$ cat src/rtl/panel_cfg_pkg.sv
package panel_cfg_pkg;

    // frame layout
    localparam int ADDR_W  = 6;
    localparam int DATA_W  = 8;
    localparam int FRAME_W = ADDR_W + 2 + DATA_W;

    // gamma table shape
    localparam int GAMMA_N     = 12;
    localparam int GAMMA_W     = 10;
    localparam int PTS_PER_REG = 4;
    localparam int HI_REGS     = GAMMA_N / PTS_PER_REG;
    localparam int HI_IDX_W    = $clog2(HI_REGS);
    localparam int LO_IDX_W    = $clog2(GAMMA_N);

    typedef logic [GAMMA_N*GAMMA_W-1:0] gamma_vec_t;

    // step map of the write train
    localparam int STEP_W = 5;
    localparam logic [STEP_W-1:0] STEP_MODE    = STEP_W'(0);
    localparam logic [STEP_W-1:0] STEP_CTRL    = STEP_W'(1);
    localparam logic [STEP_W-1:0] STEP_AUX0    = STEP_W'(2);
    localparam logic [STEP_W-1:0] STEP_AUX1    = STEP_W'(3);
    localparam logic [STEP_W-1:0] STEP_MIRROR  = STEP_W'(4);
    localparam logic [STEP_W-1:0] STEP_HI0     = STEP_W'(5);
    localparam logic [STEP_W-1:0] STEP_LO0     = STEP_W'(5 + HI_REGS);
    localparam logic [STEP_W-1:0] STEP_ON_LAST = STEP_W'(5 + HI_REGS + GAMMA_N - 1);
    localparam logic [STEP_W-1:0] STEP_OFF_A   = STEP_W'(5 + HI_REGS + GAMMA_N);
    localparam logic [STEP_W-1:0] STEP_OFF_B   = STEP_W'(6 + HI_REGS + GAMMA_N);

    // register addresses
    localparam logic [ADDR_W-1:0] A_MODE   = 6'h02;
    localparam logic [ADDR_W-1:0] A_CTRL   = 6'h03;
    localparam logic [ADDR_W-1:0] A_MIRROR = 6'h04;
    localparam logic [ADDR_W-1:0] A_GHI0   = 6'h11;
    localparam logic [ADDR_W-1:0] A_GLO0   = 6'h14;
    localparam logic [ADDR_W-1:0] A_AUX0   = 6'h20;
    localparam logic [ADDR_W-1:0] A_AUX1   = 6'h21;

    // register values
    localparam logic [DATA_W-1:0] D_CTRL_RUN   = 8'hDF;
    localparam logic [DATA_W-1:0] D_CTRL_DIM   = 8'hD8;
    localparam logic [DATA_W-1:0] D_CTRL_STBY  = 8'hD0;
    localparam logic [DATA_W-1:0] D_AUX        = 8'hF0;
    localparam logic [DATA_W-1:0] D_MIRROR_BASE = 8'h17;
    localparam logic [4:0]        D_MODE_HIGH  = 5'b00001;

    localparam logic [2:0] MODE_RESET = 3'd7;

    typedef enum logic [2:0] {
        ST_OFF, ST_SETTLE, ST_SEND, ST_WAIT_TX, ST_ACTIVE, ST_COOL
    } seq_st_e;

    typedef enum logic [1:0] {
        TX_IDLE, TX_SHIFT, TX_GAP
    } tx_st_e;

    function automatic logic [GAMMA_W-1:0] gamma_point_default(input int idx);
        case (idx)
            0:  return GAMMA_W'(106);
            1:  return GAMMA_W'(200);
            2:  return GAMMA_W'(289);
            3:  return GAMMA_W'(375);
            4:  return GAMMA_W'(460);
            5:  return GAMMA_W'(543);
            6:  return GAMMA_W'(625);
            7:  return GAMMA_W'(705);
            8:  return GAMMA_W'(785);
            9:  return GAMMA_W'(864);
            10: return GAMMA_W'(942);
            default: return GAMMA_W'(1020);
        endcase
    endfunction

    function automatic gamma_vec_t gamma_table_default();
        gamma_vec_t v;
        v = '0;
        for (int i = 0; i < GAMMA_N; i++) begin
            v[i*GAMMA_W +: GAMMA_W] = gamma_point_default(i);
        end
        return v;
    endfunction

endpackage

$ cat src/rtl/panel_ms_timer.sv
module panel_ms_timer #(
    parameter int ON_CYC  = 1000,
    parameter int OFF_CYC = 500
) (
    input  logic clk,
    input  logic rst_n,
    input  logic start,
    input  logic sel_off,
    output logic done
);
    localparam int MAX_CYC = (ON_CYC > OFF_CYC) ? ON_CYC : OFF_CYC;
    localparam int CNT_W   = $clog2(MAX_CYC + 1);

    typedef struct packed {
        logic             run;
        logic [CNT_W-1:0] cnt;
    } tmr_t;

    tmr_t tmr_d, tmr_q;

    always_comb begin
        tmr_d = tmr_q;
        done  = 1'b0;
        if (start) begin
            tmr_d.run = 1'b1;
            tmr_d.cnt = sel_off ? CNT_W'(OFF_CYC - 1) : CNT_W'(ON_CYC - 1);
        end else if (tmr_q.run) begin
            if (tmr_q.cnt == '0) begin
                done      = 1'b1;
                tmr_d.run = 1'b0;
            end else begin
                tmr_d.cnt = tmr_q.cnt - 1'b1;
            end
        end
    end

    always_ff @(posedge clk or negedge rst_n) begin
        if (!rst_n) tmr_q <= '0;
        else        tmr_q <= tmr_d;
    end
endmodule

$ cat src/rtl/panel_spi_tx.sv
module panel_spi_tx
    import panel_cfg_pkg::*;
#(
    parameter int HALF_DIV   = 4,
    parameter int GAP_HALVES = 2
) (
    input  logic               clk,
    input  logic               rst_n,
    input  logic               start,
    input  logic [FRAME_W-1:0] word,
    output logic               done,
    output logic               sclk,
    output logic               mosi,
    output logic               cs_n
);
    localparam int DIV_W   = $clog2(HALF_DIV + 1);
    localparam int CNT_TOP = (FRAME_W > GAP_HALVES) ? FRAME_W : GAP_HALVES;
    localparam int BIT_W   = $clog2(CNT_TOP + 1);

    typedef struct packed {
        tx_st_e             st;
        logic [DIV_W-1:0]   div;
        logic [BIT_W-1:0]   bits;
        logic               sclk;
        logic               cs_n;
        logic [FRAME_W-1:0] sh;
    } tx_t;

    tx_t tx_d, tx_q;
    logic half_tick;

    assign half_tick = (tx_q.div == DIV_W'(HALF_DIV - 1));

    always_comb begin
        tx_d = tx_q;
        done = 1'b0;
        case (tx_q.st)
            TX_IDLE: begin
                if (start) begin
                    tx_d.st   = TX_SHIFT;
                    tx_d.cs_n = 1'b0;
                    tx_d.sh   = word;
                    tx_d.div  = '0;
                    tx_d.bits = '0;
                    tx_d.sclk = 1'b0;
                end
            end
            TX_SHIFT: begin
                if (half_tick) begin
                    tx_d.div = '0;
                    if (!tx_q.sclk) begin
                        tx_d.sclk = 1'b1;
                    end else begin
                        tx_d.sclk = 1'b0;
                        if (tx_q.bits == BIT_W'(FRAME_W - 1)) begin
                            tx_d.st   = TX_GAP;
                            tx_d.cs_n = 1'b1;
                            tx_d.bits = '0;
                        end else begin
                            tx_d.bits = tx_q.bits + 1'b1;
                            tx_d.sh   = {tx_q.sh[FRAME_W-2:0], 1'b0};
                        end
                    end
                end else begin
                    tx_d.div = tx_q.div + 1'b1;
                end
            end
            TX_GAP: begin
                if (half_tick) begin
                    tx_d.div = '0;
                    if (tx_q.bits == BIT_W'(GAP_HALVES - 1)) begin
                        tx_d.st   = TX_IDLE;
                        tx_d.bits = '0;
                        done      = 1'b1;
                    end else begin
                        tx_d.bits = tx_q.bits + 1'b1;
                    end
                end else begin
                    tx_d.div = tx_q.div + 1'b1;
                end
            end
            default: tx_d.st = TX_IDLE;
        endcase
    end

    always_ff @(posedge clk or negedge rst_n) begin
        if (!rst_n) begin
            tx_q      <= '0;
            tx_q.st   <= TX_IDLE;
            tx_q.cs_n <= 1'b1;
        end else begin
            tx_q <= tx_d;
        end
    end

    assign sclk = tx_q.sclk;
    assign cs_n = tx_q.cs_n;
    assign mosi = tx_q.sh[FRAME_W-1];
endmodule

$ cat src/rtl/panel_frame_rom.sv
module panel_frame_rom
    import panel_cfg_pkg::*;
(
    input  logic [STEP_W-1:0]  step,
    input  logic [2:0]         mode,
    input  logic               mir_h,
    input  logic               mir_v,
    input  gamma_vec_t         gamma,
    output logic [FRAME_W-1:0] frame
);
    logic [HI_REGS-1:0][DATA_W-1:0] hi_byte;
    logic [ADDR_W-1:0]              addr;
    logic [DATA_W-1:0]              data;
    logic [STEP_W-1:0]              hi_off;
    logic [STEP_W-1:0]              lo_off;
    logic [HI_IDX_W-1:0]            hi_idx;
    logic [LO_IDX_W-1:0]            lo_idx;

    // top bits of four consecutive points per register, lowest point highest
    for (genvar g = 0; g < HI_REGS; g++) begin : g_hi
        for (genvar k = 0; k < PTS_PER_REG; k++) begin : g_pt
            assign hi_byte[g][DATA_W-1-2*k -: 2] =
                gamma[(PTS_PER_REG*g + k)*GAMMA_W + 8 +: 2];
        end
    end

    assign hi_off = step - STEP_HI0;
    assign lo_off = step - STEP_LO0;
    assign hi_idx = hi_off[HI_IDX_W-1:0];
    assign lo_idx = lo_off[LO_IDX_W-1:0];

    always_comb begin
        addr = '0;
        data = '0;
        if (step == STEP_MODE) begin
            addr = A_MODE;
            data = {D_MODE_HIGH, mode};
        end else if (step == STEP_CTRL) begin
            addr = A_CTRL;
            data = D_CTRL_RUN;
        end else if (step == STEP_AUX0) begin
            addr = A_AUX0;
            data = D_AUX;
        end else if (step == STEP_AUX1) begin
            addr = A_AUX1;
            data = D_AUX;
        end else if (step == STEP_MIRROR) begin
            addr = A_MIRROR;
            data = D_MIRROR_BASE & ~{6'b0, mir_v, mir_h};
        end else if (step >= STEP_HI0 && step < STEP_LO0) begin
            addr = A_GHI0 + ADDR_W'(hi_off);
            data = hi_byte[hi_idx];
        end else if (step >= STEP_LO0 && step <= STEP_ON_LAST) begin
            addr = A_GLO0 + ADDR_W'(lo_off);
            data = gamma[lo_idx*GAMMA_W +: DATA_W];
        end else if (step == STEP_OFF_A) begin
            addr = A_CTRL;
            data = D_CTRL_DIM;
        end else if (step == STEP_OFF_B) begin
            addr = A_CTRL;
            data = D_CTRL_STBY;
        end
    end

    assign frame = {addr, 2'b01, data};
endmodule

$ cat src/rtl/panel_cfg_seq.sv
module panel_cfg_seq
    import panel_cfg_pkg::*;
#(
    parameter int CLK_HZ     = 50_000_000,
    parameter int ON_MS      = 160,
    parameter int OFF_MS     = 50,
    parameter int HALF_DIV   = 4,
    parameter int GAP_HALVES = 2,
    parameter int MODE_IN_W  = 4
) (
    input  logic                         clk,
    input  logic                         rst_n,
    input  logic                         pwr_on_req,
    input  logic                         pwr_off_req,
    input  logic                         mode_valid,
    input  logic [MODE_IN_W-1:0]         mode_in,
    output logic                         mode_ready,
    input  logic                         mirror_valid,
    input  logic                         mirror_h,
    input  logic                         mirror_v,
    output logic                         mirror_ready,
    input  logic                         gamma_valid,
    input  logic [GAMMA_N*GAMMA_W-1:0]   gamma_in,
    output logic                         gamma_ready,
    output logic                         supply_en,
    output logic                         panel_rst_n,
    output logic                         spi_sclk,
    output logic                         spi_mosi,
    output logic                         spi_cs_n,
    output logic                         busy,
    output logic                         panel_on
);
    localparam int CYC_PER_MS = CLK_HZ / 1000;
    localparam int ON_CYC     = CYC_PER_MS * ON_MS;
    localparam int OFF_CYC    = CYC_PER_MS * OFF_MS;

    typedef struct packed {
        seq_st_e           st;
        logic [STEP_W-1:0] step;
        logic [STEP_W-1:0] last;
        logic [2:0]        mode;
        logic              mir_h;
        logic              mir_v;
        gamma_vec_t        gamma;
        logic              supply;
        logic              prst_n;
    } seq_t;

    seq_t seq_d, seq_q;

    logic               tx_start, tx_done;
    logic               tmr_start, tmr_sel_off, tmr_done;
    logic [FRAME_W-1:0] frame;
    logic               mode_bad;

    assign mode_bad = |mode_in[MODE_IN_W-1:3];

    always_comb begin
        seq_d        = seq_q;
        tx_start     = 1'b0;
        tmr_start    = 1'b0;
        tmr_sel_off  = 1'b0;
        mode_ready   = 1'b0;
        mirror_ready = 1'b0;
        gamma_ready  = 1'b0;
        case (seq_q.st)
            ST_OFF: begin
                if (pwr_on_req) begin
                    seq_d.supply = 1'b1;
                    seq_d.st     = ST_SETTLE;
                    tmr_start    = 1'b1;
                end
            end
            ST_SETTLE: begin
                if (tmr_done) begin
                    seq_d.prst_n = 1'b1;
                    seq_d.step   = STEP_MODE;
                    seq_d.last   = STEP_ON_LAST;
                    seq_d.st     = ST_SEND;
                end
            end
            ST_SEND: begin
                tx_start = 1'b1;
                seq_d.st = ST_WAIT_TX;
            end
            ST_WAIT_TX: begin
                if (tx_done) begin
                    if (seq_q.step != seq_q.last) begin
                        seq_d.step = seq_q.step + 1'b1;
                        seq_d.st   = ST_SEND;
                    end else if (seq_q.last == STEP_OFF_A) begin
                        seq_d.prst_n = 1'b0;
                        seq_d.st     = ST_COOL;
                        tmr_start    = 1'b1;
                        tmr_sel_off  = 1'b1;
                    end else if (seq_q.last == STEP_OFF_B) begin
                        seq_d.supply = 1'b0;
                        seq_d.st     = ST_OFF;
                    end else begin
                        seq_d.st = ST_ACTIVE;
                    end
                end
            end
            ST_COOL: begin
                if (tmr_done) begin
                    seq_d.step = STEP_OFF_B;
                    seq_d.last = STEP_OFF_B;
                    seq_d.st   = ST_SEND;
                end
            end
            ST_ACTIVE: begin
                if (pwr_off_req) begin
                    seq_d.step = STEP_OFF_A;
                    seq_d.last = STEP_OFF_A;
                    seq_d.st   = ST_SEND;
                end else if (mode_valid) begin
                    mode_ready = 1'b1;
                    if (!mode_bad) begin
                        seq_d.mode = mode_in[2:0];
                        seq_d.step = STEP_MODE;
                        seq_d.last = STEP_MODE;
                        seq_d.st   = ST_SEND;
                    end
                end else if (mirror_valid) begin
                    mirror_ready = 1'b1;
                    seq_d.mir_h  = mirror_h;
                    seq_d.mir_v  = mirror_v;
                    seq_d.step   = STEP_MIRROR;
                    seq_d.last   = STEP_MIRROR;
                    seq_d.st     = ST_SEND;
                end else if (gamma_valid) begin
                    gamma_ready = 1'b1;
                    seq_d.gamma = gamma_in;
                    seq_d.step  = STEP_HI0;
                    seq_d.last  = STEP_ON_LAST;
                    seq_d.st    = ST_SEND;
                end
            end
            default: seq_d.st = ST_OFF;
        endcase
    end

    always_ff @(posedge clk or negedge rst_n) begin
        if (!rst_n) begin
            seq_q        <= '0;
            seq_q.st     <= ST_OFF;
            seq_q.mode   <= MODE_RESET;
            seq_q.gamma  <= gamma_table_default();
        end else begin
            seq_q <= seq_d;
        end
    end

    panel_frame_rom u_rom (
        .step  (seq_q.step),
        .mode  (seq_q.mode),
        .mir_h (seq_q.mir_h),
        .mir_v (seq_q.mir_v),
        .gamma (seq_q.gamma),
        .frame (frame)
    );

    panel_spi_tx #(
        .HALF_DIV   (HALF_DIV),
        .GAP_HALVES (GAP_HALVES)
    ) u_tx (
        .clk   (clk),
        .rst_n (rst_n),
        .start (tx_start),
        .word  (frame),
        .done  (tx_done),
        .sclk  (spi_sclk),
        .mosi  (spi_mosi),
        .cs_n  (spi_cs_n)
    );

    panel_ms_timer #(
        .ON_CYC  (ON_CYC),
        .OFF_CYC (OFF_CYC)
    ) u_tmr (
        .clk     (clk),
        .rst_n   (rst_n),
        .start   (tmr_start),
        .sel_off (tmr_sel_off),
        .done    (tmr_done)
    );

    assign supply_en   = seq_q.supply;
    assign panel_rst_n = seq_q.prst_n;
    assign busy        = (seq_q.st != ST_OFF) && (seq_q.st != ST_ACTIVE);
    assign panel_on    = (seq_q.st == ST_ACTIVE);
endmodule

$ cat config.mk
export PLATFORM = sky130hd
export DESIGN_NAME = panel_cfg_seq
export DESIGN_NICKNAME = d
export VERILOG_FILES = /design/src/rtl/panel_cfg_pkg.sv /design/src/rtl/panel_ms_timer.sv /design/src/rtl/panel_spi_tx.sv /design/src/rtl/panel_frame_rom.sv /design/src/rtl/panel_cfg_seq.sv
export SDC_FILE = /design/constraint.sdc
export NUM_CORES = 1
export LEC_CHECK = 0
export BUFFER_PORTS_ARGS = -buffer_cell sky130_fd_sc_hd__buf_2
export CORE_AREA = 2 2 173 175
export DETAILED_ROUTE_END_ITERATION = 12
export DIE_AREA = 0 0 175 177
export SYNTH_ARGS = -nofsm -noshare
export SYNTH_HDL_FRONTEND = slang
export SYNTH_SLANG_ARGS = --single-unit
$ cat constraint.sdc
create_clock -name clk -period 3.9 [get_ports clk]
set_clock_uncertainty 0.2 [all_clocks]
set_input_delay 0.78 -clock clk [delete_from_list [all_inputs] [get_ports clk]]
set_output_delay 0.78 -clock clk [all_outputs]
set_load 0.03 [all_outputs]
# --- Word level (Yosys, flattened, before mapping) ---
# Index checks and enable logic that the tools add are counted.
# W data, S select, Z words.
op_classes:
  magnitude_cmp: 5
  n_eq_ne: 39
  n_shift: 1
  mul: 1
  mux: 94
  bitwise_logic: 5
  reduce_logical: 30
  add_sub_neg: 8
ops:
  columns: ["op", "count"]
  rows:
  - ["$shiftx A120 B9 Y8", 1]
  - ["$mux W8", 11]
  - ["$mux W13", 6]
  - ["$mux W23", 3]
  - ["$mux W24", 2]
  - ["$mux W6", 8]
  - ["$pmux W18 S2", 1]
  - ["$mux W1", 32]
  - ["$mux W16", 2]
  - ["$reduce_and A5 Y1", 6]
  - ["$mux W28", 1]
  - ["$mux W5", 5]
  - ["$ne A2 B2 Y1 const B", 12]
  - ["$pmux W8 S3", 1]
  - ["$logic_not A23 Y1", 1]
  - ["$sub A23 B1 Y23 const B", 1]
  - ["$eq A5 B5 Y1 const B", 4]
  - ["$pmux W5 S4", 1]
  - ["$pmux W3 S6", 1]
  - ["$reduce_and A6 Y1", 3]
  - ["$mux W17", 1]
  - ["$bmux W8 S2", 1]
  - ["$mux W2", 8]
  - ["$mux W3", 5]
  - ["other kinds (41)", 66]
word_totals:
  input_bits: 133
  wordCells: 200
  regBits: 192
  out_inout_bits: 10

# --- Depth between registers and ports, before layout ---
# Gate-level depths: netlist of the first run.
depth:
  ltp_word: 12
  depth_mapped: 11

# --- Modules after synthesis ---
# A second synthesis of the first run with hierarchy kept.
unflattened:
  hier_cells: 875
  area_unflattened_um2: 10622.7
by_module_without_submodules:
  columns: ["mod", "instances", "seq_area_each_um2", "area_each_um2", "cells_each"]
  rows:
  - ["panel_cfg_seq", 1, 3557.2, 5704.2, 376]
  - ["panel_frame_rom", 1, 0.0, 1846.8, 215]
  - ["panel_spi_tx", 1, 701.9, 1627.8, 133]
  - ["panel_ms_timer", 1, 600.6, 1443.9, 151]

# --- Least setup slack after synthesis of the first run ---
# OpenSTA, ideal clock, no wires.
synth_timing:
  path_kind: "reg2reg"
  startpoint: "reg seq_q[133] (netlist name)"
  endpoint: "reg u_tx.tx_q[0] (netlist name)"
  period_less_slack_ns: 3.096
  setup_slack_ns: 0.804
  t_arrival_ns: 2.774
  path_stages_with_launch: 12
  n_path_buf: 2
  setup_ns: 0.122
  cell_sequence: "dfrtp_1 > clkbuf_1 > clkinv_1 > ha_1 > buf_1 > mux2i_1 > nor2_1 > a21oi_1 > o22ai_1 > o311a_1 > o221ai_1 > nand2_1"
synth_between:
  elab_chain_len: 12
  word_cells_on_any_way: 28
synth_lines:
  columns: ["element", "line_no", "rtl"]
  rows:
  - ["from (decl)", "panel_cfg_seq.sv:49", "seq_t seq_d, seq_q;"]
  - ["from (signal assigned)", "panel_cfg_seq.sv:150", "seq_q <= seq_d;"]
  - ["$sub A5 B4 Y5", "panel_frame_rom.sv:28", "assign lo_off = step - STEP_LO0;"]
  - ["$mul A4 B3 Y7", "panel_frame_rom.sv:55", "data = gamma[lo_idx*GAMMA_W +: DATA_W];"]
  - ["$shiftx A120 B9 Y8", "panel_frame_rom.sv:55", null]
  - ["$mux W8", "panel_frame_rom.sv:53", "end else if (step >= STEP_LO0 && step <= STEP_ON_LAST) begin"]
  - ["$mux W8", "panel_frame_rom.sv:50", "end else if (step >= STEP_HI0 && step < STEP_LO0) begin"]
  - ["$mux W8", "panel_frame_rom.sv:47", "end else if (step == STEP_MIRROR) begin"]
  - ["$mux W8", "panel_frame_rom.sv:44", "end else if (step == STEP_AUX1) begin"]
  - ["$mux W8", "panel_frame_rom.sv:41", "end else if (step == STEP_AUX0) begin"]
  - ["$mux W8", "panel_frame_rom.sv:38", "end else if (step == STEP_CTRL) begin"]
  - ["$mux W8 (*)", "panel_frame_rom.sv:35", "if (step == STEP_MODE) begin"]
  - ["$mux W28 (*)", "panel_spi_tx.sv:39", "if (start) begin"]
  - ["$pmux W18 S2 (*)", "panel_spi_tx.sv:37", "case (tx_q.st)"]
  - ["to (signal assigned)", "panel_spi_tx.sv:92", "tx_q <= tx_d;"]
  - ["to (decl)", "panel_spi_tx.sv:29", "tx_t tx_d, tx_q;"]
# Every way passes the cells marked *; elsewhere a longest branch is shown, timed or not. The select of a mux whose other input is x is not followed.
# A chain may end at the register's enable or synchronous reset.

# --- Worst setup path after layout of the first run ---
layout_timing:
  startpoint: "reg u_tmr.tmr_q[10] (netlist name)"
  endpoint: "reg seq_q[132] (netlist name)"
layout_between:
  elab_chain_len: 6
  word_cells_on_any_way: 7
layout_lines:
  columns: ["element", "line_no", "rtl"]
  rows:
  - ["from (decl)", "panel_ms_timer.sv:19", "tmr_t tmr_d, tmr_q;"]
  - ["from (signal assigned)", "panel_ms_timer.sv:39", "else tmr_q <= tmr_d;"]
  - ["$logic_not A23 Y1 (*)", "panel_ms_timer.sv:28", "if (tmr_q.cnt == '0) begin"]
  - ["$mux W1 (*)", "panel_ms_timer.sv:28", null]
  - ["$mux W1 (*)", "panel_ms_timer.sv:27", "end else if (tmr_q.run) begin"]
  - ["$mux W1 (*)", "panel_ms_timer.sv:24", "if (start) begin"]
  - ["$ne A2 B2 Y1 (no line)", null, null]
  - ["$reduce_and A7 Y1 (no line) (*)", null, null]
# Every way passes the cells marked *; elsewhere a longest branch is shown, timed or not.

==> results of run 1 <==
[cell families (layout without fill, tap and decap cells)]
logic type,Yosys count,in the layout,share of synthesized area (%)
AOI/OAI and AO/OA,169,169,10.9
xor gates and xnor gates,22,22,1.91
adders and majority gates,23,23,2.86
buffers and inverters,95,226,3.66
DFF,191,191,48.2
muxes,53,53,8.20
and+or+nand+nor,581,581,24.2
[how the worst min path moves through the flow]
stage               cells past startpoint                    from  slack (ns)                          to
floorplan                               2  seq_q[103]$_DFFE_PN1P_        0.24      seq_q[103]$_DFFE_PN1P_
global placement                        2   seq_q[19]$_DFFE_PN1P_        0.25       seq_q[19]$_DFFE_PN1P_
detailed placement                      2   seq_q[67]$_DFFE_PN1P_        0.25       seq_q[67]$_DFFE_PN1P_
CTS                                     1                   rst_n        0.08  u_tmr.tmr_q[1]$_DFFE_PN0P_
global route                            1                   rst_n        0.10  u_tmr.tmr_q[1]$_DFFE_PN0P_
finish                                  1                   rst_n        0.07  u_tmr.tmr_q[1]$_DFFE_PN0P_
[flip-flops by register name (all words and copies together) (netlist names)]
signal / flops
u_tmr.tmr_q: 24
u_tx.cs_n: 1
u_tx.sclk: 1
panel_rst_n: 1
seq_q: 137
u_tx.tx_q: 25
supply_en: 1
u_tx.mosi: 1
[final cells by class]
cell class	count	area, um^2
clock inverter	13	155
inverter	31	118
sequential	191	4860
timing repair buffer	163	915
fill	2963	17400
multi-input combinational	848	4860
tap	390	488
clock buffer	19	453
[report_power, final]
group / internal (W) / switching (W)
Clock: 0.000905 / 0.000900
Sequential: 0.00219 / 0.000194
Combinational: 0.000846 / 0.00137
[cell usage after synthesis, types with 16 or more instances]
cell | number | area share, %
nand3_1 | 30 | 1.5
inv_1 | 29 | 1.1
nand2_1 | 423 | 16
clkbuf_1 | 56 | 2.1
mux2i_1 | 21 | 2.1
o21ai_0 | 48 | 2.4
dfstp_2 | 64 | 17
nor2_1 | 51 | 1.9
a21oi_1 | 40 | 2.0
ha_1 | 23 | 2.9
mux4_2 | 22 | 4.9
nor3_1 | 19 | 0.94
dfrtp_1 | 127 | 32
xnor2_1 | 16 | 1.4
[critical path, cell delays in order (launching register included)]
cell	delay, ns
dfrtp_1	0.39
or3_1	0.47
or4_1	0.54
or4_1	0.57
a21o_1	0.21
a31oi_4	0.41
nand3_4	0.17
mux2_4	0.33
[per-layer routing]
| metal | vias to the layer above | share of wire [%] | GRT usage [%] |
|---|---|---|---|
| met4 | 0 | 1.8 | 5.42 |
| li1 | 4059 | - | - |
| met1 | 4001 | 47 | 25.7 |
| met5 | - | 0 | 0 |
| met2 | 222 | 46 | 28.0 |
| met3 | 29 | 5.1 | 2.94 |
[through the flow]
stage / power (W) / area, um^2
4_1_cts: 0.00644 / 11800
3_3_place_gp: 0.00459 / 11200
6_report: 0.00641 / 11800
5_1_grt: 0.00681 / 11800
3_5_place_dp: 0.00462 / 11200
2_1_floorplan: 0.00400 / 10100
==> results.json, run 1 <==
{
  "status": "finished clean",
  "rrSetupSlack_ns": 0.50,
  "worstReg2RegStart": "u_tmr.tmr_q[10]$_DFFE_PN0P_",
  "startpoint": "u_tmr.tmr_q[10]$_DFFE_PN0P_",
  "clkTransAtPathRegs_ns": 0.08,
  "synth_seq_area_share_pct": 48.2,
  "cts_buffers": 17,
  "io_buffers": 142,
  "fin_cells": 1655,
  "finalWeightedCongestion": 0.816,
  "grt_start_max_net_pins": 121,
  "max_clock_freq_ghz": 0.294,
  "core-area_um2": 29200,
  "drc": 0,
  "detailedPlace.worstSlack_ns": 0.532,
  "arrival_ns": 3.53,
  "postLayoutCoreUtil_pct": 40.5,
  "rr_worst_depth": 7,
  "worstPathMaxFanout": 12,
  "tritoncts": "built",
  "antenna_left": 0,
  "drt_wl_total_mm": 27.0,
  "syn_to_final_growth_pct": 17.6,
  "ys_async_sr_fraction_pct": 100,
  "relSlewSlack_pct": 47.4,
  "clockBufferDepth": 2,
  "fin_crit_sh_pct": 87.3,
  "cp-start-kind": "flip-flop",
  "dieArea_um2": 31000,
  "grt_pass1_vias": 8237,
  "hold_viol_final": 0,
  "wl_per_cell_um": 16.3,
  "hpwl_mm": 19.1,
  "hold_path_class": "in2async",
  "period_needed_ns": 3.40,
  "vdd_drop_max_v": 0.000288,
  "required_ns": 4.02,
  "ys_types": 74,
  "end_kind": "flip-flop",
  "synth_area_per_cell_um2": 8.88,
  "drt_iter0_markers": 768,
  "antenna_cells": 0,
  "htree_levels": 4,
  "syn-cell-area_um2": 10100,
  "grt_first_pass_wirelength_mm": 43.8,
  "powerDensity_nw_per_um2": 541,
  "ctsHoldBuffers": 0,
  "holdWs_ns": 0.0672,
  "rows": 63,
  "cts_sinks": 191,
  "nets": 1408,
  "grt_usage_pct": 17.9,
  "postCtsResizedCells": 0,
  "syn_inst": 1134,
  "finalSetupViolations": 0,
  "final_common_cell": "nand2_1",
  "worst_slack_ns": 0.496,
  "worstSkewPairLatency_ns": 0.44,
  "drv_slew": 0,
  "final_cell_mix": "nand2_1, buf_2, dfrtp_1, dfstp_2, nor2_1",
  "worst_pin_slew_ns": 0.780,
  "maxCapViolations": 0,
  "dp.cells": 1623,
  "die_w_um": 175,
  "timing.critical_path.to": "seq_q[132]$_DFFE_PN0P_",
  "synth-seq-cells": 191,
  "tns_ns": 0,
  "dieHeight_um": 177,
  "antenna_found_initial": 0,
  "synth_edf_count": 0,
  "viasPerCell": 5.02,
  "synth_warnings": 0,
  "firstDrtPassIters": 5,
  "drive_gt1_share_pct": 24.2,
  "r2r-end": "seq_q[132]$_DFFE_PN0P_",
  "initial_utilization_pct": 34.4,
  "postCtsSetupBuffers": 0,
  "worstSetupPathType": "reg2reg",
  "ioPinCount": 143,
  "rsz0062_at_grt": "false",
  "root_buffer": "clkbuf_16",
  "yosys_most_used_dff": "dfrtp_1",
  "p_leak_nw": 5.61,
  "synth_fp_nets": 1290,
  "vias": 8311,
  "gr-total-overflow": 0
}
(Power assumes the default switching activity.)
==> inputs of run 2 (changes only) <==
Settings changed: BUFFER_PORTS_ARGS -buffer_cell sky130_fd_sc_hd__buf_2 to -buffer_cell sky130_fd_sc_hd__buf_4, RECOVER_POWER from default to 50.
==> run 2 against run 1 <==
Compared with the run above: design area grew 2.5%; count of clock-buffer cells in the layout shrank 1; wire length grew 0.14%; worst setup slack lost 0.035 ns; non-clock buffer count grew 3; first-iteration DRC count grew 4.9%; critical endpoint is now seq_q[131]$_DFFE_PN0P_; clock power shrank 4%; total power shrank 0.62%; the run now ends with max-capacitance violations, max-slew violations left.
==> results.json, run 2 (same netlist as run 1, synthesis figures left out) <==
{
  "p_leak_nw": 5.70,
  "worstSkewPairLatency_ns": 0.43,
  "postCtsResizedCells": 0,
  "dieArea_um2": 31000,
  "period_needed_ns": 3.44,
  "worst_pin_slew_ns": 1.99,
  "rows": 63,
  "rsz0062_at_grt": "false",
  "root_buffer": "clkbuf_16",
  "htree_levels": 4,
  "finalSetupViolations": 0,
  "dieHeight_um": 177,
  "drive_gt1_share_pct": 23.8,
  "drc": 0,
  "cts_sinks": 191,
  "powerDensity_nw_per_um2": 524,
  "cp-start-kind": "flip-flop",
  "max_stage_delay_ns": 0.58,
  "hold_path_class": "in2async",
  "worstSetupPathType": "reg2reg",
  "fin_crit_sh_pct": 88.2,
  "hold_viol_final": 0,
  "drt_wl_total_mm": 27.0,
  "antenna_left": 0,
  "wl_per_cell_um": 16.3,
  "finalWeightedCongestion": 0.845,
  "tritoncts": "built",
  "nets": 1411,
  "drv_slew": 140,
  "relSlewSlack_pct": -32.7,
  "grt_start_max_net_pins": 121,
  "rr_worst_depth": 7,
  "worstPathMaxFanout": 12,
  "firstDrtPassIters": 4,
  "grt_first_pass_wirelength_mm": 44.0,
  "end_kind": "flip-flop",
  "tns_ns": 0,
  "viasPerCell": 5.00,
  "syn_to_final_growth_pct": 20.5,
  "drt_iter0_markers": 806,
  "final_common_cell": "nand2_1",
  "vdd_drop_max_v": 0.000308,
  "maxCapViolations": 3,
  "fill_cells": 2964,
  "worstReg2RegStart": "u_tmr.tmr_q[9]$_DFFE_PN0P_",
  "r2r-end": "seq_q[131]$_DFFE_PN0P_",
  "postLayoutCoreUtil_pct": 41.5,
  "initial_utilization_pct": 34.4,
  "grt_pass1_vias": 8187,
  "ctsHoldBuffers": 0,
  "rrSetupSlack_ns": 0.46,
  "top_regs": "seq_q x137, u_tx.tx_q x25, u_tmr.tmr_q x24",
  "clockBufferDepth": 2,
  "grt_usage_pct": 18.0,
  "largest_reg_flops": 137,
  "required_ns": 4.00,
  "die_w_um": 175,
  "cp_slowest_cell": "or4_1",
  "arrival_ns": 3.54,
  "antenna_cells": 0,
  "status": "finished, violations left",
  "vias": 8282,
  "clkTransAtPathRegs_ns": 0.08,
  "hpwl_mm": 19.4,
  "postCtsSetupBuffers": 0,
  "regMostFlops": "seq_q",
  "max_clock_freq_ghz": 0.291,
  "crit_chain": "or3_1 > or4_1 > or4_1 > a21o_1 > a31oi_4 > nand3_2 > mux2_4",
  "ioPinCount": 143,
  "io_buffers": 142,
  "violations": "max-capacitance violations, max-slew violations",
  "gr-total-overflow": 0,
  "core-area_um2": 29200,
  "worst_path_most_repeated_cell": "or4_1",
  "cts_buffers": 17,
  "antenna_found_initial": 0,
  "final_cell_mix": "nand2_1, buf_4, dfrtp_1, dfstp_2, nor2_1"
}
run 2: worst max-delay path: cells and delay by family (launching register included):
kind / cells / cell delay [ns]
AO/OA/AOI/OAI: 2 / 0.62
flip-flops: 1 / 0.40
multiplexers: 1 / 0.34
AND/OR/NAND/NOR: 4 / 1.76
run 2: layout make-up:
| cell class | instances | area, um^2 | share of cell area (%) |
|---|---|---|---|
| well taps | 390 | 488 | 4.02 |
| clock buffers | 18 | 429 | 3.53 |
| multi-input cells | 848 | 4860 | 40.0 |
| repair buffers | 166 | 1240 | 10.2 |
| flip-flops and latches | 191 | 4860 | 40.0 |
| inverters | 31 | 118 | 0.969 |
| clock inverters | 14 | 145 | 1.20 |
run 2: how the worst max path moves through the flow:
stage / end / from
after detailed placement: seq_q[131]$_DFFE_PN0P_ / u_tmr.tmr_q[9]$_DFFE_PN0P_
after global placement: seq_q[132]$_DFFE_PN0P_ / u_tmr.tmr_q[9]$_DFFE_PN0P_
final: seq_q[131]$_DFFE_PN0P_ / u_tmr.tmr_q[9]$_DFFE_PN0P_
after CTS: seq_q[131]$_DFFE_PN0P_ / u_tmr.tmr_q[9]$_DFFE_PN0P_
after floorplan: u_tx.tx_q[0]$_DFFE_PN0P_ / seq_q[133]$_DFFE_PN0P_
after global routing: seq_q[131]$_DFFE_PN0P_ / u_tmr.tmr_q[9]$_DFFE_PN0P_
run 2: report_power, final:
part           switching, W  leakage [nW]  internal [W]
logic               0.00136          3.11      0.000903
clock network      0.000857         0.286      0.000859
registers          0.000195          2.30       0.00219
run 2: per-layer routing:
metal / vias up / GRT usage [%] / wire, um
li1: 4075 / - / -
met1: 3997 / 25.3 / 12700
met2: 196 / 29.1 / 12700
met3: 14 / 3.22 / 1330
met4: 0 / 4.06 / 267
met5: - / 0 / 0
run 2: metrics by stage:
| step | instance area (um^2) | setup slack, ns | hold slack (ns) | total power [W] | cells |
|---|---|---|---|---|---|
| final | 12100 | 0.461 | 0.108 | 0.00637 | 1658 |
| after global routing | 12100 | 0.340 | 0.121 | 0.00679 | 1658 |
| after CTS | 12200 | 0.506 | 0.120 | 0.00642 | 1658 |
| after detailed placement | 11600 | 0.521 | 0.247 | 0.00469 | 1626 |
| after global placement | 11600 | 0.572 | 0.245 | 0.00465 | 1626 |
| after floorplan | 10100 | 0.804 | 0.237 | 0.00400 | 1134 |
